### config.mk
export PLATFORM = sky130hd
export DESIGN_NAME = dma_addr_bank
export DESIGN_NICKNAME = d
export VERILOG_FILES = /design/src/rtl/dma_addr_pkg.sv /design/src/rtl/dma_byte_ptr.sv /design/src/rtl/dma_addr_chan.sv /design/src/rtl/dma_addr_rdmux.sv /design/src/rtl/dma_addr_bank.sv
export SDC_FILE = /design/constraint.sdc
export NUM_CORES = 1
export LEC_CHECK = 0
export ABC_CLOCK_PERIOD_IN_PS = 2200
export CORE_UTILIZATION = 48
export DETAILED_ROUTE_END_ITERATION = 7
export GPL_TIMING_DRIVEN = 0
export PLACE_DENSITY = 0.81
export SETUP_SLACK_MARGIN = 0.05
export SLEW_MARGIN = 20
export SYNTH_ARGS = -nofsm -noshare
export SYNTH_HDL_FRONTEND = slang
export SYNTH_HIERARCHICAL = 1
export SYNTH_SLANG_ARGS = --single-unit
### constraint.sdc
create_clock -name clk -period 2.2 [get_ports clk]
set_clock_uncertainty 0.15 [all_clocks]
set_input_delay 0.22 -clock clk [delete_from_list [all_inputs] [get_ports clk]]
set_output_delay 0.22 -clock clk [all_outputs]
set_load 0.05 [all_outputs]
### src/rtl/dma_addr_pkg.sv
package dma_addr_pkg;
   // update source selected for a channel's working register in one clock
   typedef enum logic [1:0] {
      UPD_HOLD   = 2'd0,
      UPD_WRITE  = 2'd1,
      UPD_RELOAD = 2'd2,
      UPD_STEP   = 2'd3
   } upd_e;
endpackage

### src/rtl/dma_byte_ptr.sv
module dma_byte_ptr (
   input  logic clk,
   input  logic rst_n,
   input  logic mclr,
   input  logic clr,
   input  logic access,
   output logic ptr_hi
);
   always_ff @(posedge clk or negedge rst_n) begin
      if (!rst_n)            ptr_hi <= 1'b0;
      else if (mclr || clr)  ptr_hi <= 1'b0;
      else if (access)       ptr_hi <= ~ptr_hi;
   end

   p_ptr_toggle_r2: assert property (@(posedge clk) disable iff (!rst_n)
      (access && !clr && !mclr) |=> (ptr_hi != $past(ptr_hi)));
   p_ptr_clear_r2: assert property (@(posedge clk) disable iff (!rst_n)
      (clr || mclr) |=> !ptr_hi);
endmodule

### src/rtl/dma_addr_chan.sv
module dma_addr_chan
   import dma_addr_pkg::*;
#(
   parameter int ADDR_W = 16,
   parameter int BYTE_W = 8
) (
   input  logic              clk,
   input  logic              rst_n,
   input  logic              mclr,
   input  logic              wr_en,
   input  logic              wr_hi,
   input  logic [BYTE_W-1:0] wr_byte,
   input  logic              step,
   input  logic              dir_down,
   input  logic              tc_eop,
   input  logic              auto_en,
   output logic [ADDR_W-1:0] cur
);
   localparam int NLANE = ADDR_W / BYTE_W;

   logic [ADDR_W-1:0] base;
   logic [ADDR_W-1:0] cur_wr, base_wr, cur_step;
   logic              reload_req;
   upd_e              upd;

   // byte lanes: replace the addressed lane in both registers
   for (genvar b = 0; b < NLANE; b++) begin : g_lane
      logic lane_hit;
      assign lane_hit = (b == int'(wr_hi));
      assign cur_wr [b*BYTE_W +: BYTE_W] = lane_hit ? wr_byte : cur [b*BYTE_W +: BYTE_W];
      assign base_wr[b*BYTE_W +: BYTE_W] = lane_hit ? wr_byte : base[b*BYTE_W +: BYTE_W];
   end

   assign reload_req = tc_eop && auto_en;
   assign cur_step   = dir_down ? (cur - 1'b1) : (cur + 1'b1);

   always_comb begin
      if (wr_en)           upd = UPD_WRITE;
      else if (reload_req) upd = UPD_RELOAD;
      else if (step)       upd = UPD_STEP;
      else                 upd = UPD_HOLD;
   end

   always_ff @(posedge clk or negedge rst_n) begin
      if (!rst_n) begin
         cur  <= '0;
         base <= '0;
      end else if (mclr) begin
         cur  <= '0;
         base <= '0;
      end else begin
         case (upd)
            UPD_WRITE: begin
               cur  <= cur_wr;
               base <= base_wr;
            end
            UPD_RELOAD: cur <= base;
            UPD_STEP:   cur <= cur_step;
            default:    cur <= cur;
         endcase
      end
   end

   p_step_up_r5: assert property (@(posedge clk) disable iff (!rst_n)
      (step && !dir_down && !wr_en && !reload_req && !mclr) |=> (cur == $past(cur) + 1'b1));
   p_step_down_r6: assert property (@(posedge clk) disable iff (!rst_n)
      (step && dir_down && !wr_en && !reload_req && !mclr) |=> (cur == $past(cur) - 1'b1));
   p_reload_r7: assert property (@(posedge clk) disable iff (!rst_n)
      (reload_req && !wr_en && !mclr) |=> (cur == $past(base)));
   p_no_reload_r8: assert property (@(posedge clk) disable iff (!rst_n)
      (tc_eop && !auto_en && !step && !wr_en && !mclr) |=> $stable(cur));
   p_mclr_r1: assert property (@(posedge clk) disable iff (!rst_n)
      mclr |=> (cur == '0 && base == '0));
endmodule

### src/rtl/dma_addr_rdmux.sv
module dma_addr_rdmux #(
   parameter int NUM_CH = 8,
   parameter int ADDR_W = 16,
   parameter int BYTE_W = 8,
   localparam int CH_W  = $clog2(NUM_CH)
) (
   input  logic [CH_W-1:0]          sel,
   input  logic                     ptr_hi,
   input  logic [NUM_CH*ADDR_W-1:0] cur_flat,
   output logic [BYTE_W-1:0]        rdata
);
   logic [ADDR_W-1:0] word;

   always_comb begin
      word = '0;
      for (int k = 0; k < NUM_CH; k++)
         if (sel == CH_W'(k)) word = cur_flat[k*ADDR_W +: ADDR_W];
   end

   assign rdata = ptr_hi ? word[BYTE_W +: BYTE_W] : word[0 +: BYTE_W];
endmodule

### src/rtl/dma_addr_bank.sv
module dma_addr_bank #(
   parameter int NUM_CH       = 8,
   parameter int ADDR_W       = 16,
   parameter int BYTE_W       = 8,
   parameter int PAGE_W       = 8,
   parameter bit HIGH_PAGE_EN = 1'b1,
   localparam int CH_W        = $clog2(NUM_CH),
   localparam int FULL_W      = ADDR_W + 2*PAGE_W
) (
   input  logic                     clk,
   input  logic                     rst_n,
   input  logic                     mclr,
   input  logic                     clr_ptr,
   input  logic [CH_W-1:0]          host_sel,
   input  logic                     host_wr,
   input  logic                     host_rd,
   input  logic [BYTE_W-1:0]        host_wdata,
   output logic [BYTE_W-1:0]        host_rdata,
   input  logic [NUM_CH-1:0]        step,
   input  logic [NUM_CH-1:0]        dir_down,
   input  logic [NUM_CH-1:0]        tc_eop,
   input  logic [NUM_CH-1:0]        auto_en,
   input  logic [NUM_CH*PAGE_W-1:0] lo_page,
   input  logic [NUM_CH*PAGE_W-1:0] hi_page,
   output logic [NUM_CH*FULL_W-1:0] full_addr
);
   if (ADDR_W != 2*BYTE_W) begin : g_chk_width
      $error("ADDR_W must be two host bytes wide");
   end
   if (NUM_CH < 2 || (1 << CH_W) != NUM_CH) begin : g_chk_ch
      $error("NUM_CH must be a power of two, at least 2");
   end

   logic                     ptr_hi;
   logic [NUM_CH*ADDR_W-1:0] cur_flat;

   dma_byte_ptr u_ptr (
      .clk    (clk),
      .rst_n  (rst_n),
      .mclr   (mclr),
      .clr    (clr_ptr),
      .access (host_wr || host_rd),
      .ptr_hi (ptr_hi)
   );

   for (genvar k = 0; k < NUM_CH; k++) begin : g_ch
      logic wr_hit;
      assign wr_hit = host_wr && (host_sel == CH_W'(k));

      dma_addr_chan #(.ADDR_W(ADDR_W), .BYTE_W(BYTE_W)) u_chan (
         .clk      (clk),
         .rst_n    (rst_n),
         .mclr     (mclr),
         .wr_en    (wr_hit),
         .wr_hi    (ptr_hi),
         .wr_byte  (host_wdata),
         .step     (step[k]),
         .dir_down (dir_down[k]),
         .tc_eop   (tc_eop[k]),
         .auto_en  (auto_en[k]),
         .cur      (cur_flat[k*ADDR_W +: ADDR_W])
      );

      if (HIGH_PAGE_EN) begin : g_hp
         assign full_addr[k*FULL_W +: FULL_W] =
            {hi_page[k*PAGE_W +: PAGE_W], lo_page[k*PAGE_W +: PAGE_W], cur_flat[k*ADDR_W +: ADDR_W]};
      end else begin : g_nohp
         assign full_addr[k*FULL_W +: FULL_W] =
            {{PAGE_W{1'b0}}, lo_page[k*PAGE_W +: PAGE_W], cur_flat[k*ADDR_W +: ADDR_W]};
      end

      p_write_wins_r9: assert property (@(posedge clk) disable iff (!rst_n)
         (wr_hit && step[k] && !mclr) |=>
            (cur_flat[k*ADDR_W + int'($past(ptr_hi))*BYTE_W +: BYTE_W] == $past(host_wdata)));
   end

   dma_addr_rdmux #(.NUM_CH(NUM_CH), .ADDR_W(ADDR_W), .BYTE_W(BYTE_W)) u_rd (
      .sel      (host_sel),
      .ptr_hi   (ptr_hi),
      .cur_flat (cur_flat),
      .rdata    (host_rdata)
   );
endmodule

==> out/results.tsv <==
stage	metric	value	unit
outcome	status	finished with violations	
outcome	failing checks	setup timing	
routing	via count	22419	
critical_path	Critical Path Max Stage Delay	450	ps
logic_synthesis	top-area cell type share of the netlist area	30.3	%
routing	DRC	0	
critical_path	buffers plus inverters on the worst setup path	1	
grt	initial antenna violation count	4	
die	Die Y-Extent	212	um
sta	PnR worst setup slack	-270	ps
logic_synthesis	asr flop ratio synth	100	%
logic_synthesis	Warnings, synthesis	6	
critical_path	CP Max Fanout	4	
critical_path	Crit path max-delay family	compound AO/OA/AOI/OAI gates	
logic_synthesis	Synth Register Bits	257	
logic_synthesis	Synth Flop Type	dfrtp_1	
sta	Final Max Tran Viols	0	
logic_synthesis	Synth area leader	dfrtp_1	
routing	Vias/cell	6.27	
logic_synthesis	leading post-synthesis cells by cell area	dfrtp_1 30%, ha_1 8.0%, a21oi_1 6.3%	
sta	Fin. Hold Viols	0	
pwr	PwrDens	738	nW/um2
critical_path	Startpoint Class	flop	
clock_tree	TritonCTS clock tree	yes	
logic_synthesis	area of the mapped netlist	21200	um2
grt	Total GRT Usage	32.9	%
die	Rows	76	
grt	vias in the first global route	20790	
run	Max Cap Violations	0	
sta	RSZ-0062 raised after global routing	true	
clock_tree	cts bufs inserted	30	
pwr	VDD IR max	0.624	mV
sta	final setup vio count	27	
logic_synthesis	Distinct cells, synth	81	
cells_and_area	final core occ	70.7	%
place	I/O Buffers	312	
cells_and_area	Final nets	3287	
routing	drt first pass iters	6	
logic_synthesis	post-synth net total	2787	
logic_synthesis	Post-Synth Adder-Cell Area	8.78	%
logic_synthesis	register area share after synthesis	30.3	%
clock_tree	clock buffer depth	3	
place	Place WS	-1600	ps
pwr	final total power	22.6	mW
place	gp weighted congestion	0.988	
critical_path	crit path DAT	2100	ps
sta	minimum clock period	2470	ps
cells_and_area	share of cells above drive strength 1	33.2	%
clock_tree	H-tree levels	1	
clock_tree	clk sink count	257	
routing	ANT nets after route	0	
critical_path	CP Cell Sequence	mux2i_4, o2bb2ai_1, a221oi_2, o32ai_4, buf_6	
worst_hold_path	worst hold path type	input pin to asynchronous set/reset pin	
logic_synthesis	multiplexer share of the synthesized area	4.52	%
clock_tree	Clock Latency Late Sink	570	ps
grt	largest net degree at the start of global routing	102	
place	DP Wirelength	54400	um
critical_path	Slowest-stage cell, CP	dfrtp_2	
sta	Max Freq	405	MHz
routing	First DRT Iteration DRCs	2474	
sta	relative slew slack	51.2	%
grt	first-pass GRT wire length	116000	um
sta	worst-margin pin slew	733	ps
die	Initial Util	49.0	%
critical_path	CP Class	flop to output port	
grt	global route overflow	0	
critical_path	Worst setup EP type	output port	
logic_synthesis	Commonest cells post-synth	267 x a21oi_1, 257 x dfrtp_1, 233 x nand2_1, 148 x nor2_1, 136 x ha_1	
logic_synthesis	syn_area_per_cell	8.59	um2
critical_path	WP data required	1830	ps
logic_synthesis	Post-Synth XOR/XNOR Area	3.72	%
logic_synthesis	Simple-Gate Fraction of Synth Area	16.3	%
routing	final wirelength	80100	um
routing	wire per inst	22.4	um
critical_path	CP Launch Point	g_ch[0].u_chan/cur[10]	
die	# IOs	441	
die	Die X-Extent	212	um
logic_synthesis	number of synthesized flops with an enable pin	0	
pwr	LEAKAGE	13.4	nW
die	Core Box Area	43300	um2
logic_synthesis	Post-Syn Instances	2466	
cells_and_area	P&R area growth vs syn	44.4	%
logic_synthesis	largest family of logic cells by synthesized area	compound AO/OA/AOI/OAI gates	
die	Total Die Area	45000	um2
logic_synthesis	fraction of the mapped netlist area in compound gates	27.6	%
sta	worst hold slack	42.3	ps
critical_path	reg2reg start	g_ch[0].u_chan/cur[3]	
sta	Final period util	112	%
clock_tree	Clk pin slew, worst setup/hold paths	60	ps
clock_tree	CTS root buf	clkbuf_16	
logic_synthesis	most instantiated library cell after synthesis	a21oi_1	
[layout make-up]
type / instances / area [um2]
multi-input cells: 1880 / 15800
fillers: 3119 / 12700
clock buffers: 47 / 916
well taps: 585 / 732
diodes: 2 / 5.00
flip-flops and latches: 257 / 6560
plain buffers: 253 / 1760
inverters: 69 / 262
repair buffers: 475 / 4490
clock inverters: 8 / 47.5
[state kept, by name, summed over array words and instances, names as in the netlist]
signal / cells
u_ptr/ptr_hi: 1
g_ch.u_chan/cur: 128
g_ch.u_chan/base: 128
[logic make-up (layout without fill, tap and decap cells)]
logic type / count (synthesis) / count (layout)
compound gates: 838 / 839
xor+xnor: 90 / 90
fa+ha+maj: 144 / 144
buf+inv: 330 / 852
flops: 257 / 257
mux: 94 / 94
other cells: 0 / 2
simple gates: 713 / 713
[power by group]
part | total, mW | internal, mW | leakage [nW] | switching (mW)
sequential | 5.97 | 5.19 | 3.33 | 0.790
clock | 4.89 | 2.84 | 0.481 | 2.05
combinational | 11.7 | 4.75 | 9.60 | 6.98
[layer usage]
metal	part of all wire [%]	track usage [%]	vias up
met2	47	54.5	1325
met5	0.041	0	-
met3	9.7	5.52	286
li1	-	-	10002
met1	38	42.2	10800
met4	5.2	14.4	6
[cells in the final DEF (no fill, tap or decap), types with 15 or more instances in the layout]
master	synthesis	routed
buf_4	130	265
nand2_1	233	225
a21oi_1	267	204
dfrtp_1	257	156
clkdlybuf4s50_1	0	155
nor2_1	148	130
dlygate4sd2_1	0	125
dfrtp_2	0	100
nand3_1	91	90
o21ai_0	114	80
mux2i_1	90	78
ha_4	0	67
nor3_1	71	64
ha_1	136	58
inv_1	69	55
xnor2_1	56	51
a21o_1	49	49
clkbuf_1	83	46
buf_6	12	46
o21ai_1	28	44
a21oi_2	12	42
a22oi_1	43	42
buf_2	33	36
a21oi_4	0	34
clkbuf_16	0	31
xor2_1	34	28
nand3b_1	23	23
a221o_1	23	23
a22o_1	26	23
o31ai_1	27	23
nand2b_1	37	22
nor3b_1	25	20
o21ai_2	2	19
clkbuf_2	0	18
a211oi_1	33	16
nor2b_1	26	15
[per-stage QoR]
stage                     setup TNS, ps  instance area, um2  std cells
after floorplan                   -51.0               22200       2466
after global placement         -2844130               26000       3363
after detailed placement        -213150               26200       3373
after CTS                         -1840               28800       3490
after global routing              -5370               30600       3574
final                             -3520               30600       3576
[worst paths after layout]
check | cells after the start | slack (ps) | endpoint
max | 5 | -270 | host_rdata[2]
min | 2 | 40 | g_ch[6].u_chan/cur[14]
max reg2reg | 9 | -170 | g_ch[0].u_chan/cur[12]
min reg2reg | 2 | 380 | g_ch[3].u_chan/base[12]
max in group asynchronous | 3 | 900 | g_ch[2].u_chan/cur[12]
min in group clk | 3 | 50 | g_ch[7].u_chan/base[11]
[repair_timing]
| item | in CTS | in global routing |
|---|---|---|
| hold buffers | 4 | 0 |
| hold endpoints to repair | 177 | 0 |
| pin swaps | 96 | 167 |
| buffers inserted | 64 | 85 |
| gates resized for setup | 489 | 261 |
| gates cloned | 1 | 1 |
| setup endpoints to repair | 337 | 161 |
Note: power is estimated with default switching activity, not from simulation.
